### src/rtl/mul_et_pkg.sv
package mul_et_pkg;
  typedef enum logic [1:0] {
    ST_IDLE = 2'd0,
    ST_RUN  = 2'd1,
    ST_ACC  = 2'd2
  } mul_state_t;
endpackage

### src/rtl/mul_et_depth.sv
// Decides how many multiplier digits must be processed: the smallest count
// after which every remaining upper bit equals the extension bit.
module mul_et_depth #(
  parameter int DATA_W  = 32,
  parameter int DIGIT_W = 8,
  parameter int CNT_W   = 3
) (
  input  logic [DATA_W-DIGIT_W-1:0] mplier_hi,
  input  logic                      ext,
  output logic [CNT_W-1:0]          n_dig
);
  localparam int N_DIG = DATA_W / DIGIT_W;
  localparam int HI_W  = DATA_W - DIGIT_W;

  logic [N_DIG-1:1] fits;

  for (genvar k = 1; k < N_DIG; k++) begin : g_fit
    assign fits[k] = (mplier_hi[HI_W-1:(k-1)*DIGIT_W] ==
                      {(DATA_W-k*DIGIT_W){ext}});
  end

  always_comb begin
    n_dig = CNT_W'(N_DIG);
    for (int k = N_DIG-1; k >= 1; k--) begin
      if (fits[k]) n_dig = CNT_W'(k);
    end
  end
endmodule

### src/rtl/mul_et_ppgen.sv
// Partial product of the shifted multiplicand and one digit; the digit is
// negative-weighted when it is the last one of a sign-extended multiplier.
module mul_et_ppgen #(
  parameter int DIGIT_W = 8,
  parameter int PROD_W  = 64
) (
  input  logic [PROD_W-1:0]  mcand,
  input  logic [DIGIT_W-1:0] digit,
  input  logic               top_neg,
  output logic [PROD_W-1:0]  pp
);
  logic [PROD_W-1:0] digit_ext;

  assign digit_ext = {{(PROD_W-DIGIT_W){top_neg}}, digit};
  assign pp        = mcand * digit_ext;
endmodule

### src/rtl/mul_et_csa.sv
// Bitwise 3:2 compressor: a + b + c == sum + carry (mod 2^W).
module mul_et_csa #(
  parameter int W = 64
) (
  input  logic [W-1:0] a,
  input  logic [W-1:0] b,
  input  logic [W-1:0] c,
  output logic [W-1:0] sum,
  output logic [W-1:0] carry
);
  assign carry[0] = 1'b0;

  for (genvar i = 0; i < W; i++) begin : g_bit
    assign sum[i] = a[i] ^ b[i] ^ c[i];
    if (i > 0) begin : g_cy
      assign carry[i] = (a[i-1] & b[i-1]) | (a[i-1] & c[i-1]) | (b[i-1] & c[i-1]);
    end
  end
endmodule

### src/rtl/mul_iter_et.sv
module mul_iter_et
  import mul_et_pkg::*;
#(
  parameter int DATA_W  = 32,
  parameter int DIGIT_W = 8,
  parameter int CNT_W   = $clog2(DATA_W/DIGIT_W + 2)
) (
  input  logic              clk,
  input  logic              rst_n,
  input  logic              in_valid,
  output logic              in_ready,
  input  logic [DATA_W-1:0] op_a,
  input  logic [DATA_W-1:0] op_b,
  input  logic [DATA_W-1:0] acc_lo,
  input  logic [DATA_W-1:0] acc_hi,
  input  logic              acc_en,
  input  logic              long_en,
  input  logic              sgn_en,
  output logic              done,
  output logic [DATA_W-1:0] res_lo,
  output logic [DATA_W-1:0] res_hi,
  output logic [CNT_W-1:0]  cycles
);
  localparam int N_DIG  = DATA_W / DIGIT_W;
  localparam int PROD_W = 2 * DATA_W;

  mul_state_t        state_q;
  logic [PROD_W-1:0] mcand_q, accv_q, sum_q, cry_q;
  logic [DATA_W-1:0] mplier_q;
  logic              ext_q, acc_q, long_q;
  logic [CNT_W-1:0]  ndig_q, k_q, cyc_q;
  logic              done_q;
  logic [DATA_W-1:0] res_lo_q, res_hi_q;

  logic              accept, ext_in, is_last, finish;
  logic [CNT_W-1:0]  ndig_in;
  logic [PROD_W-1:0] pp, third, sum_n, cry_n, total;

  assign in_ready = (state_q == ST_IDLE);
  assign accept   = in_valid && in_ready;
  // extension bit: sign for short and signed long, zero for unsigned long
  assign ext_in   = long_en ? (sgn_en & op_b[DATA_W-1]) : op_b[DATA_W-1];

  mul_et_depth #(.DATA_W(DATA_W), .DIGIT_W(DIGIT_W), .CNT_W(CNT_W)) u_depth (
    .mplier_hi (op_b[DATA_W-1:DIGIT_W]),
    .ext       (ext_in),
    .n_dig     (ndig_in)
  );

  assign is_last = ((k_q + CNT_W'(1)) == ndig_q);

  mul_et_ppgen #(.DIGIT_W(DIGIT_W), .PROD_W(PROD_W)) u_pp (
    .mcand   (mcand_q),
    .digit   (mplier_q[DIGIT_W-1:0]),
    .top_neg (is_last & ext_q),
    .pp      (pp)
  );

  // the accumulate cycle reuses the compressor with the addend in place of a partial product
  assign third = (state_q == ST_ACC) ? accv_q : pp;

  mul_et_csa #(.W(PROD_W)) u_csa (
    .a     (sum_q),
    .b     (cry_q),
    .c     (third),
    .sum   (sum_n),
    .carry (cry_n)
  );

  assign total  = sum_n + cry_n;
  assign finish = ((state_q == ST_RUN) && is_last && !acc_q) || (state_q == ST_ACC);

  always_ff @(posedge clk or negedge rst_n) begin
    if (!rst_n) begin
      state_q  <= ST_IDLE;
      mcand_q  <= '0;
      accv_q   <= '0;
      sum_q    <= '0;
      cry_q    <= '0;
      mplier_q <= '0;
      ext_q    <= 1'b0;
      acc_q    <= 1'b0;
      long_q   <= 1'b0;
      ndig_q   <= '0;
      k_q      <= '0;
      cyc_q    <= '0;
      done_q   <= 1'b0;
      res_lo_q <= '0;
      res_hi_q <= '0;
    end else begin
      done_q <= 1'b0;
      case (state_q)
        ST_IDLE: begin
          if (accept) begin
            mcand_q  <= (long_en && sgn_en) ? {{DATA_W{op_a[DATA_W-1]}}, op_a}
                                            : {{DATA_W{1'b0}}, op_a};
            accv_q   <= {(long_en ? acc_hi : {DATA_W{1'b0}}), acc_lo};
            mplier_q <= op_b;
            ext_q    <= ext_in;
            acc_q    <= acc_en;
            long_q   <= long_en;
            ndig_q   <= ndig_in;
            k_q      <= '0;
            sum_q    <= '0;
            cry_q    <= '0;
            state_q  <= ST_RUN;
          end
        end
        ST_RUN: begin
          sum_q    <= sum_n;
          cry_q    <= cry_n;
          mcand_q  <= mcand_q << DIGIT_W;
          mplier_q <= mplier_q >> DIGIT_W;
          k_q      <= k_q + CNT_W'(1);
          if (is_last) state_q <= acc_q ? ST_ACC : ST_IDLE;
        end
        ST_ACC:  state_q <= ST_IDLE;
        default: state_q <= ST_IDLE;
      endcase
      if (finish) begin
        res_lo_q <= total[DATA_W-1:0];
        res_hi_q <= long_q ? total[PROD_W-1:DATA_W] : {DATA_W{1'b0}};
        cyc_q    <= ndig_q + CNT_W'(acc_q);
        done_q   <= 1'b1;
      end
    end
  end

  assign done   = done_q;
  assign res_lo = res_lo_q;
  assign res_hi = res_hi_q;
  assign cycles = cyc_q;


  iter_bound_chk: assert property (@(posedge clk) disable iff (!rst_n)
    (state_q == ST_RUN) |-> (k_q < ndig_q));


  cyc_range_chk: assert property (@(posedge clk) disable iff (!rst_n)
    done |-> ((cycles >= CNT_W'(1)) && (cycles <= CNT_W'(N_DIG + 1))));


  done_pulse_chk: assert property (@(posedge clk) disable iff (!rst_n)
    done |=> !done);


  hold_res_chk: assert property (@(posedge clk) disable iff (!rst_n)
    !done |-> ($stable(res_lo) && $stable(res_hi) && $stable(cycles)));


  busy_ready_chk: assert property (@(posedge clk) disable iff (!rst_n)
    (in_valid && in_ready) |=> !in_ready);


  done_ready_chk: assert property (@(posedge clk) disable iff (!rst_n)
    done |-> in_ready);


  short_hi_chk: assert property (@(posedge clk) disable iff (!rst_n)
    (done && !long_q) |-> (res_hi == '0));
endmodule

### config.mk
export PLATFORM = sky130hd
export DESIGN_NAME = mul_iter_et
export DESIGN_NICKNAME = d
export VERILOG_FILES = /design/src/rtl/mul_et_pkg.sv /design/src/rtl/mul_et_depth.sv /design/src/rtl/mul_et_ppgen.sv /design/src/rtl/mul_et_csa.sv /design/src/rtl/mul_iter_et.sv
export SDC_FILE = /design/constraint.sdc
export NUM_CORES = 2
export LEC_CHECK = 0
export BUFFER_PORTS_ARGS = -buffer_cell sky130_fd_sc_hd__buf_2
export CORE_ASPECT_RATIO = 0.8
export CORE_MARGIN = 1.5
export CORE_UTILIZATION = 64
export CTS_CLUSTER_SIZE = 30
export DETAILED_ROUTE_END_ITERATION = 16
export PLACE_DENSITY = 0.83
export SLEW_MARGIN = 20
export SYNTH_ARGS = -nofsm -noshare
export SYNTH_HDL_FRONTEND = slang
export SYNTH_HIERARCHICAL = 1
export SYNTH_SLANG_ARGS = --single-unit
### constraint.sdc
create_clock -name clk -period 10.55 [get_ports clk]
set_input_delay 2.11 -clock clk [delete_from_list [all_inputs] [get_ports clk]]
set_output_delay 2.11 -clock clk [all_outputs]
set_load 0.02 [all_outputs]
==> flow_summary.json <==
{
  "crit_path_start_kind": "flip-flop",
  "synth_area_per_cell_um2": 9.260,
  "rsz0062_at_grt": "no",
  "min_from": "accv_q[48]",
  "fin_crit_sh": 0.9421,
  "crit_path_end": "res_hi[29]",
  "cp_slowest_cell": "fa_1",
  "via_count": 29746,
  "hp-class": "reg -> reg",
  "synth_area_leaders": "fa_1 26%, dfrtp_1 25%, nand2_1 8.4%, ha_1 6.7%, and2_1 5.0%",
  "postSynth.asyncResetShare": 1.000,
  "numCtsBuffers": 40,
  "insertion_delay_ns": 0.59,
  "top_usage_layer": "met1",
  "maxCapViolations": 0,
  "via_per_inst": 6.261,
  "cts_tree": "done",
  "ys_types": 96,
  "dpl_cell_area_um2": 37680,
  "regToRegSetupSlack_ns": 0.61,
  "yosys.area.top_type_share": 0.2586,
  "min_path_cells": 2,
  "num-nets-final": 4766,
  "gp_congestion": 0.9486,
  "finalSetupTns_ns": 0,
  "syn_to_final_growth_pct": 8.004,
  "maxSlewHeadroom": 0.2777,
  "ys_ff_latch": 367,
  "first_global_vias": 30084,
  "run_status": "finished, final reports clean",
  "core_area_um2": 55590,
  "overflow": 0,
  "syn_nets": 4710,
  "slew_viol_final": 0,
  "cts_setup_buffers": 0,
  "worst_pin_slew_ns": 1.081,
  "port_buffers": 202,
  "yosysMostFrequentCell": "nand2_1",
  "rows": 77,
  "final_area_um2": 39130,
  "critPathMostFrequentCell": "fa_1",
  "cts_sinks": 367,
  "cp-end-kind": "flip-flop",
  "io_pins": 203,
  "critical_path_arrival_ns": 10.42,
  "drt_iter0_drc": 3527,
  "synth.top_cells.by_count": "812 x nand2_1, 468 x fa_1, 367 x dfrtp_1",
  "drive_above_1_share": 0.09002,
  "clkTransAtPathRegs_ns": 0.06,
  "grt_pass1_wl_um": 166200,
  "htreeDepth": 2,
  "initial_core_util": 0.6518,
  "grtUsageMet1": 0.5599,
  "worst_r2r_path_depth": 32,
  "firstDrtPassIters": 8,
  "required_ns": 11.03,
  "synth_top_flop_cell": "dfrtp_1",
  "antenna_found_initial": 4,
  "die_y_um": 215.8,
  "drc": 0,
  "startpoint": "k_q[0]",
  "period_needed_ns": 9.939,
  "grt_max_degree": 181,
  "crit_type": "reg -> reg",
  "synth_edf_count": 0,
  "ys_seq_area_frac": 0.2535,
  "gr-usage-met3": 0.1117,
  "hold_viol": 0,
  "met2_usage": 0.5092,
  "drtAntennaViolNets": 0,
  "cp_slowest_stage_delay_ns": 0.51,
  "r2r-start": "k_q[0]",
  "die_area_um2": 58060,
  "clk_path_buf_depth": 3,
  "grt_usage": 0.3678,
  "max_freq_mhz": 100.6,
  "path_max_fanout": 13,
  "postSynthCellCount": 3913,
  "yosysWarnings": 6,
  "synth_area_um2": 36230,
  "die_w_um": 269.0,
  "synth.largest_area_cell": "fa_1",
  "dp_hpwl_um": 75210,
  "clock_skew_ns": 0.03413,
  "setup_violations": 0,
  "crit-reg2reg-capture": "res_hi[29]",
  "ctsRootBufferMaster": "clkbuf_16",
  "routed_wl_um": 102300,
  "post_drt_wl_per_cell_um": 21.54
}
## cell type report
cell class                      instances  area (um2)
Tap cell                              750       938.4
Clock buffer                           58        1199
Sequential cell                       367        9189
Inverter                              216       810.8
Clock inverter                         14       206.4
Antenna cell                            2       5.005
Multi-Input combinational cell       3108       25450
Fill cell                            4167       16460
Timing Repair Buffer                  236        1334
## flip-flops by register name, summed over array words and instances (netlist names)
name	flops
cycles	3
state_q	2
cry_q	64
sum_q	64
acc_q	1
mcand_q	64
done	1
res_hi	32
accv_q	64
ext_q	1
mplier_q	32
long_q	1
ndig_q	3
res_lo	32
k_q	3
## kinds of logic after synthesis
logic type      share of synthesized area
flops                              0.2535
mux                              0.001727
buf+inv                           0.04582
xor+xnor                          0.03039
fa+ha+maj                          0.3259
other cells                     0.0001035
compound gates                     0.1415
simple gates                       0.2010
## how the worst min path moves through the flow
stage / end / slack, ns
floorplan: accv_q[32] / 0.44
global placement: accv_q[62] / 0.45
detailed placement: accv_q[59] / 0.46
CTS: accv_q[62] / 0.47
global route: res_lo[0] / 0.49
finish: accv_q[48] / 0.47
## stage by stage
step | setup slack [ns] | std cells | hold slack [ns] | utilization
final | 0.6112 | 4751 | 0.4688 | 0.7040
after global placement | 0.8392 | 4675 | 0.4505 | 0.6778
after floorplan | 1.634 | 3913 | 0.4386 | -
after CTS | 0.5459 | 4747 | 0.4696 | 0.7031
after global routing | 0.08130 | 4750 | 0.4911 | 0.7039
after detailed placement | 0.5565 | 4675 | 0.4555 | 0.6778
## placed cells by master (no fill, tap or decap), types with 13 or more instances in the layout
cell type and count:
nand2_1 810, fa_1 468, dfrtp_1 363, and2_1 288
inv_1 214, buf_2 201, a21oi_1 200, ha_1 195
nor2_1 188, a22o_1 147, o21ai_0 122, xnor2_1 83
nand3_1 75, nor2b_1 66, a31oi_1 61, a21o_1 54
xor2_1 40, clkbuf_16 40, nand4_1 34, buf_4 29
nor3_1 27, o21bai_1 24, and3_1 17, nand2b_1 13
clkbuf_8 13
## metal layers
| layer | share of wire | up-vias |
|---|---|---|
| li1 | - | 13096 |
| met2 | 0.42 | 1716 |
| met3 | 0.12 | 216 |
| met5 | 0.00022 | - |
| met1 | 0.43 | 14714 |
| met4 | 0.028 | 4 |
## critical path: cells and delay by family (launching register included)
kind                       cells  cell delay, ns
AOI/OAI and AO/OA             11            2.83
and+or+nand+nor                9            2.40
adders and majority gates      9            3.67
DFF                            1            0.42
xor gates and xnor gates       3            0.48
## timing repair
item,4_1_cts,5_1_grt
resized for setup,0,1
endpoints found under the hold margin,0,0
hold buffers,0,0
setup endpoints to repair,0,6
Power is left out: the tool's default activity adds up to more than one toggle a clock period on the data nets, which glitch-free logic cannot reach.
